===== src/rtl/prio_arb_pkg.sv =====
`timescale 1ns/1ps
package prio_arb_pkg;
  localparam int IRQ_CNT     = 68;
  localparam int PRIO_BYTE_W = 8;
  localparam int PRIO_W      = 4;
  localparam int GRP_CTL_W   = 3;
  localparam int ID_W        = $clog2(IRQ_CNT);
  localparam int TREE_LVL    = $clog2(IRQ_CNT);
  localparam int LEAF_CNT    = 1 << TREE_LVL;
  // grouping value above which subpriority bits start to appear
  localparam int SPLIT_BASE  = (1 << GRP_CTL_W) - 1 - PRIO_W;

  typedef struct packed {
    logic              vld;
    logic [PRIO_W-1:0] key;
    logic [ID_W-1:0]   id;
  } cand_t;
endpackage


===== src/rtl/prio_arb_pick.sv =====
`timescale 1ns/1ps
module prio_arb_pick
  import prio_arb_pkg::*;
(
  input  cand_t lo_i,
  input  cand_t hi_i,
  output cand_t win_o
);
  // lo_i always covers lower line numbers, so it keeps ties
  always_comb begin
    if (lo_i.vld && (!hi_i.vld || (lo_i.key <= hi_i.key))) begin
      win_o = lo_i;
    end else begin
      win_o = hi_i;
    end
  end
endmodule


===== src/rtl/prio_arb_tree.sv =====
`timescale 1ns/1ps
module prio_arb_tree
  import prio_arb_pkg::*;
(
  input  cand_t cand_i [IRQ_CNT],
  output cand_t best_o
);
  localparam int NODE_CNT = 2 * LEAF_CNT - 1;

  // heap layout: node 0 is the root, leaves start at LEAF_CNT-1
  cand_t node [NODE_CNT];

  for (genvar k = 0; k < LEAF_CNT; k++) begin : g_leaf
    if (k < IRQ_CNT) begin : g_real
      assign node[LEAF_CNT-1+k] = cand_i[k];
    end else begin : g_pad
      assign node[LEAF_CNT-1+k] = '{vld: 1'b0, key: '0, id: ID_W'(k)};
    end
  end

  for (genvar n = 0; n < LEAF_CNT - 1; n++) begin : g_node
    prio_arb_pick u_pick (
      .lo_i  (node[2*n+1]),
      .hi_i  (node[2*n+2]),
      .win_o (node[n])
    );
  end

  assign best_o = node[0];
endmodule


===== src/rtl/prio_arb_split.sv =====
`timescale 1ns/1ps
module prio_arb_split
  import prio_arb_pkg::*;
(
  input  logic [PRIO_W-1:0]    key_i,
  input  logic [GRP_CTL_W-1:0] grp_ctl_i,
  output logic [PRIO_W-1:0]    grp_o,
  output logic [PRIO_W-1:0]    sub_o
);
  localparam logic [GRP_CTL_W-1:0] BASE_C = GRP_CTL_W'(SPLIT_BASE);

  logic [GRP_CTL_W-1:0] sub_bits;
  logic [PRIO_W-1:0]    sub_mask;

  always_comb begin
    sub_bits = (grp_ctl_i > BASE_C) ? (grp_ctl_i - BASE_C) : '0;
    // a shift of PRIO_W wraps to zero, so the mask becomes all ones
    sub_mask = (PRIO_W'(1) << sub_bits) - PRIO_W'(1);
    grp_o    = key_i >> sub_bits;
    sub_o    = key_i & sub_mask;
  end
endmodule


===== src/rtl/prio_arb.sv =====
`timescale 1ns/1ps
module prio_arb
  import prio_arb_pkg::*;
(
  input  logic                           clk,
  input  logic                           rst_n,
  input  logic [GRP_CTL_W-1:0]           grp_ctl_i,
  input  logic [IRQ_CNT-1:0]             irq_pend_i,
  input  logic [IRQ_CNT-1:0]             irq_en_i,
  input  logic [IRQ_CNT*PRIO_BYTE_W-1:0] prio_i,
  output logic                           win_vld_o,
  output logic [ID_W-1:0]                win_id_o,
  output logic [PRIO_W-1:0]              win_grp_o,
  output logic [PRIO_W-1:0]              win_sub_o
);
  localparam int LOW_W = PRIO_BYTE_W - PRIO_W;

  cand_t             cand [IRQ_CNT];
  cand_t             best;
  logic [PRIO_W-1:0] split_grp;
  logic [PRIO_W-1:0] split_sub;
  logic [IRQ_CNT-1:0] low_par;
  logic              low_bits_unused;

  for (genvar k = 0; k < IRQ_CNT; k++) begin : g_cand
    assign cand[k] = '{
      vld: irq_pend_i[k] & irq_en_i[k],
      key: prio_i[k*PRIO_BYTE_W + PRIO_BYTE_W-1 -: PRIO_W],
      id:  ID_W'(k)
    };
    assign low_par[k] = ^prio_i[k*PRIO_BYTE_W +: LOW_W];
  end
  assign low_bits_unused = ^low_par;

  prio_arb_tree u_tree (
    .cand_i (cand),
    .best_o (best)
  );

  prio_arb_split u_split (
    .key_i     (best.key),
    .grp_ctl_i (grp_ctl_i),
    .grp_o     (split_grp),
    .sub_o     (split_sub)
  );

  logic              upd_en;
  logic              vld_d;
  logic [ID_W-1:0]   id_d;
  logic [PRIO_W-1:0] grp_d;
  logic [PRIO_W-1:0] sub_d;

  assign upd_en = 1'b1;

  always_comb begin
    vld_d = best.vld;
    id_d  = '0;
    grp_d = '0;
    sub_d = '0;
    if (best.vld) begin
      id_d  = best.id;
      grp_d = split_grp;
      sub_d = split_sub;
    end
  end

  always_ff @(posedge clk or negedge rst_n) begin
    if (!rst_n) begin
      win_vld_o <= 1'b0;
      win_id_o  <= '0;
      win_grp_o <= '0;
      win_sub_o <= '0;
    end else if (upd_en) begin
      win_vld_o <= vld_d;
      win_id_o  <= id_d;
      win_grp_o <= grp_d;
      win_sub_o <= sub_d;
    end
  end
endmodule


===== config.mk =====
export PLATFORM = sky130hd
export DESIGN_NAME = prio_arb
export DESIGN_NICKNAME = d
export VERILOG_FILES = /design/src/rtl/prio_arb_pkg.sv /design/src/rtl/prio_arb_pick.sv /design/src/rtl/prio_arb_tree.sv /design/src/rtl/prio_arb_split.sv /design/src/rtl/prio_arb.sv
export SDC_FILE = /design/constraint.sdc
export NUM_CORES = 1
export LEC_CHECK = 0
export BUFFER_PORTS_ARGS = -buffer_cell sky130_fd_sc_hd__buf_4
export CAP_MARGIN = 20
export CORE_AREA = 2 2 273 275
export DETAILED_ROUTE_END_ITERATION = 7
export DIE_AREA = 0 0 275 277
export GPL_TIMING_DRIVEN = 0
export PLACE_DENSITY = 0.44
export REMOVE_ABC_BUFFERS = 1
export SLEW_MARGIN = 5
export SYNTH_ARGS = -nofsm -noshare
export SYNTH_HDL_FRONTEND = slang
export SYNTH_SLANG_ARGS = --single-unit
export TNS_END_PERCENT = 10

===== constraint.sdc =====
create_clock -name clk -period 0.8 [get_ports clk]
set_input_delay 0.08 -clock clk [delete_from_list [all_inputs] [get_ports clk]]
set_output_delay 0.08 -clock clk [all_outputs]
set_load 0.01 [all_outputs]

; After elaboration in Yosys (flattened, before gate mapping)
; Cells that the tools add are included.
[op_classes]
magnitude_cmp = 68
n_addsub = 2
reduce_logical = 201
n_mux = 75
bitwise_logic = 69
shifts = 2
[ops]
columns = operator, n
row1 = 2-to-1 mux 12 bit, 71
row2 = <= comparator 4 bit, 67
row3 = AND 1 bit, 68
row4 = logical AND 1 bit, 67
row5 = logical NOT 1 bit, 67
row6 = logical OR 1 bit, 67
row7 = 2-to-1 mux 4 bit, 2
row8 = 2-to-1 mux 7 bit, 1
row9 = AND 4 bit, 1
row10 = "<< shifter 1 x 3 -> 4 bit, first input constant", 1
row11 = >> shifter 4 x 3 -> 4 bit, 1
row12 = "subtractor 4 x 2 -> 4 bit, second input constant", 1
row13 = "> comparator 3 x 2 -> 1 bit, second input constant", 1
row14 = 2-to-1 mux 3 bit, 1
row15 = "subtractor 3 x 2 -> 3 bit, second input constant", 1
[totals]
out_inout_bits = 16
inputBits = 685
ff_bits = 16
word_cells = 421

; Longest topological paths before layout
; Gate-level depths: netlist of the first run.
[logic_depth]
depth_word = 31
mapped_depth = 64
ltp_nobuf = 60

; By module
; From an unflattened synthesis of the first run, not the netlist that was laid out.
[unflattened]
hier_cells = 3692
area_unflattened_um2 = 39038.7
[by_module_without_submodules]
columns = module, area_per_inst_um2, instances, cells_per_inst
row1 = prio_arb_pick, 297.8, 127, 28
row2 = prio_arb, 952.2, 1, 102
row3 = prio_arb_split, 260.2, 1, 32
row4 = prio_arb_tree, 7.5, 1, 2

; Least setup slack after synthesis of the first run
; Ideal clock, no wire load.
[synth_timing]
path_kind = input to register
start = input port prio_i[237]
end = register win_grp_o[0]
path_stages = 58
required_ps = 722
arrival_time_ps = 10673
path_slack_ps = -9950
cell_sequence = inv_1 ha_1 nor2b_1 o211ai_1 a21oi_1 mux2i_1 inv_1 ha_1 nor2b_1 o21a_1 o211a_1 a211oi_2 mux2i_1 inv_1 ha_1 a21oi_1 o21ai_0 a32oi_1 [22 not listed] nand2b_1 a21oi_1 a41o_1 o22ai_1 buf_4 clkbuf_1 a21o_1 inv_1 ha_1 nor2b_1 o21ai_0 nand2b_1 a21oi_1 o21ai_0 or2_2 o221a_2 o2bb2ai_1 o2bb2ai_1
[synth_via]
elab_chain_cells = 30
elab_cells_between_ends = 33
[synth_lines]
columns = element, line_no
row1 = start: declaration, prio_arb.sv:10  ; input logic [IRQ_CNT*PRIO_BYTE_W-1:0] prio_i,
row2 = <= comparator 4 bit, prio_arb_pick.sv:11  ; if (lo_i.vld && (!hi_i.vld || (lo_i.key <= hi_i.key))) begin
row3 = logical OR 1 bit, prio_arb_pick.sv:11
row4 = logical AND 1 bit, prio_arb_pick.sv:11
row5 = 2-to-1 mux 12 bit (*), prio_arb_pick.sv:11
row6 = <= comparator 4 bit, prio_arb_pick.sv:11
row7 = logical OR 1 bit, prio_arb_pick.sv:11
row8 = logical AND 1 bit, prio_arb_pick.sv:11
row9 = 2-to-1 mux 12 bit (*), prio_arb_pick.sv:11
row10 = [15 not listed], -
row11 = 2-to-1 mux 12 bit (*), prio_arb_pick.sv:11
row12 = <= comparator 4 bit, prio_arb_pick.sv:11
row13 = logical OR 1 bit, prio_arb_pick.sv:11
row14 = logical AND 1 bit, prio_arb_pick.sv:11
row15 = 2-to-1 mux 12 bit (*), prio_arb_pick.sv:11
row16 = >> shifter 4 x 3 -> 4 bit, prio_arb_split.sv:19  ; grp_o = key_i >> sub_bits;
row17 = 2-to-1 mux 4 bit (*), prio_arb.sv:60  ; if (best.vld) begin
row18 = via grp_d[0], prio_arb.sv:50  ; logic [PRIO_W-1:0] grp_d;
row19 = end signal: assignment, prio_arb.sv:76  ; win_grp_o <= grp_d;
row20 = end: declaration, prio_arb.sv:13  ; output logic [PRIO_W-1:0] win_grp_o,
; Mark *: on every way through the listed nets, which the timed path passes. The rest lies on a longest branch.

; Final worst setup path of the first run
[layout_timing]
start = input port prio_i[229]
end = register win_sub_o[2]
[layout_via]
elab_chain_cells = 30
elab_cells_between_ends = 33
[layout_lines]
columns = element, line_no
row1 = <= comparator 4 bit, prio_arb_pick.sv:11
row2 = logical OR 1 bit, prio_arb_pick.sv:11
row3 = logical AND 1 bit, prio_arb_pick.sv:11
row4 = 2-to-1 mux 12 bit (*), prio_arb_pick.sv:11
row5 = <= comparator 4 bit, prio_arb_pick.sv:11
row6 = logical OR 1 bit, prio_arb_pick.sv:11
row7 = logical AND 1 bit, prio_arb_pick.sv:11
row8 = 2-to-1 mux 12 bit (*), prio_arb_pick.sv:11
row9 = [15 not listed], -
row10 = 2-to-1 mux 12 bit (*), prio_arb_pick.sv:11
row11 = <= comparator 4 bit, prio_arb_pick.sv:11
row12 = logical OR 1 bit, prio_arb_pick.sv:11
row13 = logical AND 1 bit, prio_arb_pick.sv:11
row14 = 2-to-1 mux 12 bit (*), prio_arb_pick.sv:11
row15 = AND 4 bit, prio_arb_split.sv:20  ; sub_o = key_i & sub_mask;
row16 = 2-to-1 mux 4 bit (*), prio_arb.sv:60
row17 = via sub_d[2], prio_arb.sv:51  ; logic [PRIO_W-1:0] sub_d;
row18 = end signal: assignment, prio_arb.sv:77  ; win_sub_o <= sub_d;
row19 = end: declaration, prio_arb.sv:14  ; output logic [PRIO_W-1:0] win_sub_o
; Marked as above.

==> results of run 1 <==
## cell usage after synthesis (3+ instances only)
cell      instances  area share, %
a21oi_1          79            3.4
a211oi_4          6            1.0
a31oi_2           4           0.43
ha_1            271             29
o21ai_0          35            1.5
o211ai_1         37            2.4
a31oi_1          37            2.0
nor2_1           29           0.92
and3_1            4           0.21
o21a_1           36            2.3
dfrtp_1          16            3.4
clkbuf_1          6           0.19
a32oi_1           3           0.22
a22oi_2           4           0.43
o221ai_1          6           0.45
nand2_1          83            2.6
mux2_2            9           0.86
nor3_1           10           0.43
a22oi_1          28            1.8
nor2b_1          63            3.3
or3_1             5           0.27
nand3_1          10           0.43
a21o_1            4           0.26
inv_1           261            8.3
a211oi_2          7           0.74
or2_2             6           0.32
o22ai_1          11           0.58
mux2i_1         243             21
nand4_1          51            2.7
a211oi_1         44            2.8
and2_1            5           0.27
o211a_1          13            1.1
a41oi_1          15            1.1
nand2b_1         12           0.64
## area by class of cell
class	instances	area (um^2)	share of cell area (%)
multi-input cells	1202	12980	62.32
repair buffers	655	5151	24.74
well taps	969	1212	5.822
inverters	261	987.2	4.740
flip-flops and latches	16	400.4	1.923
clock buffers	4	88.84	0.4266
diodes	3	7.507	0.03605
## flip-flops by register name (all words and copies together) (netlist names)
register	flops
win_grp_o	4
win_id_o	7
win_sub_o	4
win_vld_o	1
## through the flow
stage | cells | hold WS [ns] | power (mW) | setup WS [ns] | instance area [um^2]
finish | 3110 | 0.2798 | 57.45 | -9.350 | 20830
global placement | 2876 | -0.05472 | 25.23 | -13.84 | 16150
global route | 3107 | 0.2920 | 60.36 | -9.805 | 20820
floorplan | 1479 | -0.2156 | 19.11 | -11.04 | 11730
detailed placement | 2880 | -0.05095 | 28.97 | -12.72 | 16190
CTS | 3066 | 0.2701 | 51.01 | -9.321 | 19570
## power breakdown
part / leakage [nW] / internal [mW] / switching (mW)
registers: 0.200 / 1.34 / 0.147
logic: 9.72 / 27.3 / 27.7
clock network: 0.0442 / 0.759 / 0.306
total: 9.97 / 29.3 / 28.1
## how the worst max path moves through the flow
| stage | end | slack, ns | start |
|---|---|---|---|
| 6_report | win_sub_o[2] | -9.35 | prio_i[229] |
| 4_1_cts | win_grp_o[0] | -9.32 | prio_i[205] |
| 5_1_grt | win_grp_o[0] | -9.80 | prio_i[229] |
| 3_3_place_gp | win_grp_o[0] | -13.84 | prio_i[7] |
| 2_1_floorplan | win_grp_o[0] | -11.04 | prio_i[13] |
| 3_5_place_dp | win_grp_o[1] | -12.72 | prio_i[221] |
## per-layer routing
| metal | track usage (%) | wire length (um) | vias up |
|---|---|---|---|
| li1 | - | - | 6858 |
| met1 | 15.57 | 22770 | 6533 |
| met2 | 23.57 | 26150 | 342 |
| met3 | 2.315 | 2926 | 64 |
| met4 | 3.035 | 1231 | 6 |
| met5 | 0 | 31 | - |
## layout by cell type, fill, tap and decap left out, types with 8 or more instances in the layout
cell type	n
o211ai_1	37
nand3_1	9
a21oi_1	31
dfrtp_1	16
ha_4	45
nand4_1	51
buf_6	51
mux2i_1	106
a211oi_4	13
nor2_1	23
a21oi_4	9
inv_2	14
mux2i_4	62
mux2i_2	76
a22oi_2	13
nand2b_1	9
nor2b_1	51
o21ai_2	9
ha_1	224
a31oi_1	34
a41oi_2	12
a21oi_2	41
a211oi_1	39
o211a_1	13
o21ai_0	18
inv_1	244
o21a_1	36
a22oi_1	19
nand2_1	76
mux2_2	8
o21ai_1	8
buf_4	599
nor2b_4	11
## repair_timing
item                                   CTS  global route
gates cloned                             0             0
resized for setup                      368           158
endpoints found under the hold margin   16             0
setup endpoints to repair               32            32
pin swaps                              111            79
setup buffers                          182            41
hold buffers                             1             0
## logic make-up (layout without fill, tap and decap cells)
logic type	Yosys count	count (layout)	share of synthesized area [%]
buffers and inverters	270	920	8.686
XOR/XNOR	1	1	0.07443
adder cells (fa/ha/maj)	271	271	28.81
AO/OA/AOI/OAI	394	394	24.60
other	0	3	0
multiplexers	255	255	21.90
flip-flops	16	16	3.402
AND/OR/NAND/NOR	281	281	12.52
## worst max-delay path, delay by kind of cell
family                     cells  cell delay, ns
adders and majority gates      7            1.51
buffers and inverters         11            1.48
and+or+nand+nor               15            1.84
AOI/OAI and AO/OA             26            4.40
muxes                          3            0.95
==> results.sh, run 1 <==
export IMPL_h_tree_depth=1
export IMPL_vias=13800
export IMPL_crit_type="in2reg"
export IMPL_wl_per_cell_um=17.08
export IMPL_path_clk_slew_ns=0.05
export IMPL_dieHeight_um=277
export IMPL_drtIter0Drc=354
export IMPL_detail_route_antenna_nets=0
export IMPL_die_w_um=275
export IMPL_worstPathMaxFanout=5
export IMPL_wirelength_um=53110
export IMPL_drv_slew=0
export IMPL_status="finished with violations"
export IMPL_synth_async_reset_ratio_pct=100.0
export IMPL_worst_slew_pin_transition_ns=0.8382
export IMPL_initial_core_util_pct=16.00
export IMPL_post_route_util_pct=28.31
export IMPL_critical_path_most_common_cell="ha_4"
export IMPL_final_hold_viol_count=0
export IMPL_cap_violations=0
export IMPL_gr_usage_all_layers_pct=12.96
export IMPL_pwr_density_cell_nw_per_um2=2759
export IMPL_cts_inserted_buffers=3
export IMPL_period_needed_ns=10.15
export IMPL_rsz0062_at_grt="true"
export IMPL_syn_to_final_growth_pct=76.95
export IMPL_worstSetupStartpointType="input pin"
export IMPL_violations="negative setup slack"
export IMPL_core_area_um2=73570
export IMPL_ys_warnings_count=0
export IMPL_cts_path_max_buffers=2
export IMPL_ir_drop_v=0.003561
export IMPL_antenna_found_initial=6
export IMPL_dpl_hpwl_um=45220
export IMPL_fin_crit_sh_pct=1269
export IMPL_final_layout_size_suffix_gt1_share_pct=49.06
export IMPL_ys_ff_latch=16
export IMPL_slew_headroom_pct=43.78
export IMPL_hp_class="in2async"
export IMPL_synth_area_per_cell_um2=7.909
export IMPL_gr_total_overflow=0
export IMPL_setup_viol=32
export IMPL_io_pins=701
export IMPL_n_fill_cell=7815
export IMPL_synth_edff_count=0
export IMPL_finalSetupTns_ns=-137.66
export IMPL_syn_inst=1488
export IMPL_io_buffers=428
export IMPL_slowest_stage="mux2i_2"
export IMPL_max_freq_ghz=0.09852
export IMPL_cp_data_arrival_time_ns=10.31
export IMPL_p_leak_nw=9.968
export IMPL_grt_pass1_vias=14760
export IMPL_drt_pass1_iterations=4
export IMPL_final_nets=3095
export IMPL_netlist_area_um2=11770
export IMPL_synthFlopType="dfrtp_1"
export IMPL_drc=0
export IMPL_synth_cell_types=61
export IMPL_place_congestion=0.8436
export IMPL_grt_first_pass_wirelength_um=78520
export IMPL_yosysSeqAreaShare_pct=3.402
export IMPL_required_ns=0.96
export IMPL_endpoint_kind="flop"
export IMPL_via_per_inst=4.438
export IMPL_fin_ws_ns=-9.350
export IMPL_die_area_um2=76180
export IMPL_row_count=100
export IMPL_critPathMaxStageDelay_ns=0.36
export IMPL_grt_start_max_net_pins=17
export IMPL_cts_root_buffer_cell="clkbuf_16"
export IMPL_cts_tree="yes"
export IMPL_clock_sinks=16
Note: power is estimated with default switching activity, not from simulation.
==> run 2, diff against run 1 <==
SETUP_SLACK_MARGIN = 0.15   (was unset)
clock period = 13.1 ns   (was 0.8 ns; I/O delays follow)
==> run 2 against run 1 <==
The run now ends clean; largest power group unchanged; hold slack better by 0.63 ns; global-route usage fell by 0.77 points; routed wire length down 6.5%; combinational power fell by 95%; critical path depth shrank 3; via count fell by 5.8%; sequential share of layout area is 0.37 points higher; total power down 95%; core utilization is 4.6 points lower; worst setup slack improved by 10 ns.
==> results.sh, run 2 (synthesis gave the netlist of run 1 again) <==
export IMPL_critical_path_most_common_cell="ha_1"
export IMPL_dieHeight_um=277
export IMPL_multi_input_comb_area_um2=10970
export IMPL_drv_slew=0
export IMPL_finalInstanceArea_um2=17460
export IMPL_die_w_um=275
export IMPL_drtIter0Drc=401
export IMPL_largest_register="win_id_o"
export IMPL_syn_to_final_growth_pct=48.35
export IMPL_cts_root_buffer_cell="clkbuf_16"
export IMPL_grt_start_max_net_pins=17
export IMPL_dpl_hpwl_um=45220
export IMPL_io_buffers=428
export IMPL_antenna_found_initial=5
export IMPL_clock_sinks=16
export IMPL_max_freq_ghz=0.08074
export IMPL_status="completed"
export IMPL_initial_core_util_pct=16.00
export IMPL_cts_path_max_buffers=2
export IMPL_final_hold_viol_count=0
export IMPL_cp_data_arrival_time_ns=12.55
export IMPL_endpoint_kind="flop"
export IMPL_reg_top3="win_id_o (7), win_grp_o (4), win_sub_o (4)"
export IMPL_worst_slew_pin_transition_ns=0.8513
export IMPL_setup_viol=0
export IMPL_gr_usage_all_layers_pct=12.18
export IMPL_most_common_layout_cells="buf_4 (501), ha_1 (271), inv_1 (261)"
export IMPL_row_count=100
export IMPL_n_fill_cell=8097
export IMPL_fin_ws_ns=0.7146
export IMPL_die_area_um2=76180
export IMPL_place_area_um2=16190
export IMPL_grt_first_pass_wirelength_um=73390
export IMPL_period_needed_ns=12.39
export IMPL_critPathMaxStageDelay_ns=0.36
export IMPL_slew_headroom_pct=42.81
export IMPL_place_congestion=0.8436
export IMPL_preCtsSetupSlack_ns=-1.653
export IMPL_drt_pass1_iterations=4
export IMPL_hp_class="in2async"
export IMPL_p_leak_nw=9.174
export IMPL_fin_cells=2959
export IMPL_fin_crit_sh_pct=94.55
export IMPL_worstSetupStartpointType="input pin"
export IMPL_via_per_inst=4.396
export IMPL_final_layout_size_suffix_gt1_share_pct=32.73
export IMPL_rsz0062_at_grt="false"
export IMPL_largest_reg_flops=7
export IMPL_dp_cells=2880
export IMPL_gr_total_overflow=0
export IMPL_cts_inserted_buffers=3
export IMPL_final_nets=2943
export IMPL_drc=0
export IMPL_path_clk_slew_ns=0.05
export IMPL_required_ns=13.26
export IMPL_detail_route_antenna_nets=0
export IMPL_grt_pass1_vias=13530
export IMPL_crit_type="in2reg"
export IMPL_vias=13010
export IMPL_cap_violations=0
export IMPL_pwr_density_cell_nw_per_um2=170.8
export IMPL_layout_commonest_cell="buf_4"
export IMPL_wl_per_cell_um=16.78
export IMPL_io_pins=701
export IMPL_core_area_um2=73570
export IMPL_worstPathMaxFanout=10
export IMPL_h_tree_depth=1
export IMPL_cts_tree="yes"
export IMPL_wirelength_um=49660
export IMPL_regArea_um2=400.4
export IMPL_ir_drop_v=0.0002018
export IMPL_slowest_stage="a211oi_4"
-- run 2: final timing paths --
path | startpoint | end | slack (ns) | depth (start not counted)
worst max-delay path | prio_i[71] | win_grp_o[0] | 0.71 | 59
worst min-delay path | rst_n | win_sub_o[2] | 0.91 | 1
max in group asynchronous | rst_n | win_id_o[3] | 12.01 | 1
min in group clk | grp_ctl_i[2] | win_sub_o[3] | 1.49 | 5
-- run 2: worst max-delay path: cells and delay by family --
kind | cells | cell delay [ns]
buffers and inverters | 7 | 1.00
adder cells (fa/ha/maj) | 7 | 2.15
AO/OA/AOI/OAI | 26 | 4.77
multiplexers | 3 | 0.95
AND/OR/NAND/NOR | 16 | 2.34
-- run 2: routing by layer --
layer  track usage (%)  part of all wire [%]  routed length (um)
met5                 0                 0.054                  27
met4             2.134                   1.6                 778
met3             1.968                   5.7                2844
met2             21.95                    48               23970
met1             15.21                    44               22040
-- run 2: repair_timing --
item | 4_1_cts | 5_1_grt
pin swaps | 12 | 25
gates cloned | 0 | 0
hold buffers | 0 | 0
gates resized for setup | 62 | 67
buffers inserted | 24 | 47
endpoints found under the setup margin | 15 | 15
-- run 2: final cells by class --
| type | count | area share (%) |
|---|---|---|
| antenna | 4 | 0.05733 |
| clock buffer | 4 | 0.5088 |
| inverter | 261 | 5.611 |
| multi-input combinational | 1202 | 62.84 |
| sequential | 16 | 2.293 |
| tap | 969 | 6.944 |
| timing repair buffer | 503 | 21.74 |
-- run 2: where the power goes --
group	total, mW	switching [mW]	internal, mW
registers	0.0958	0.00565	0.0902
logic	2.82	1.58	1.24
clock network	0.0653	0.0189	0.0464
total	2.98	1.61	1.38
-- run 2: stage by stage --
step                power [mW]  setup TNS [ns]  hold slack (ns)  utilization, %
floorplan                1.682               0            1.014               -
global placement         2.456          -36.66            1.175           21.95
detailed placement       2.573          -18.99            1.179           22.01
CTS                      2.723               0           0.9180           22.80
global route             3.298               0           0.9231           23.72
finish                   2.983               0           0.9092           23.73
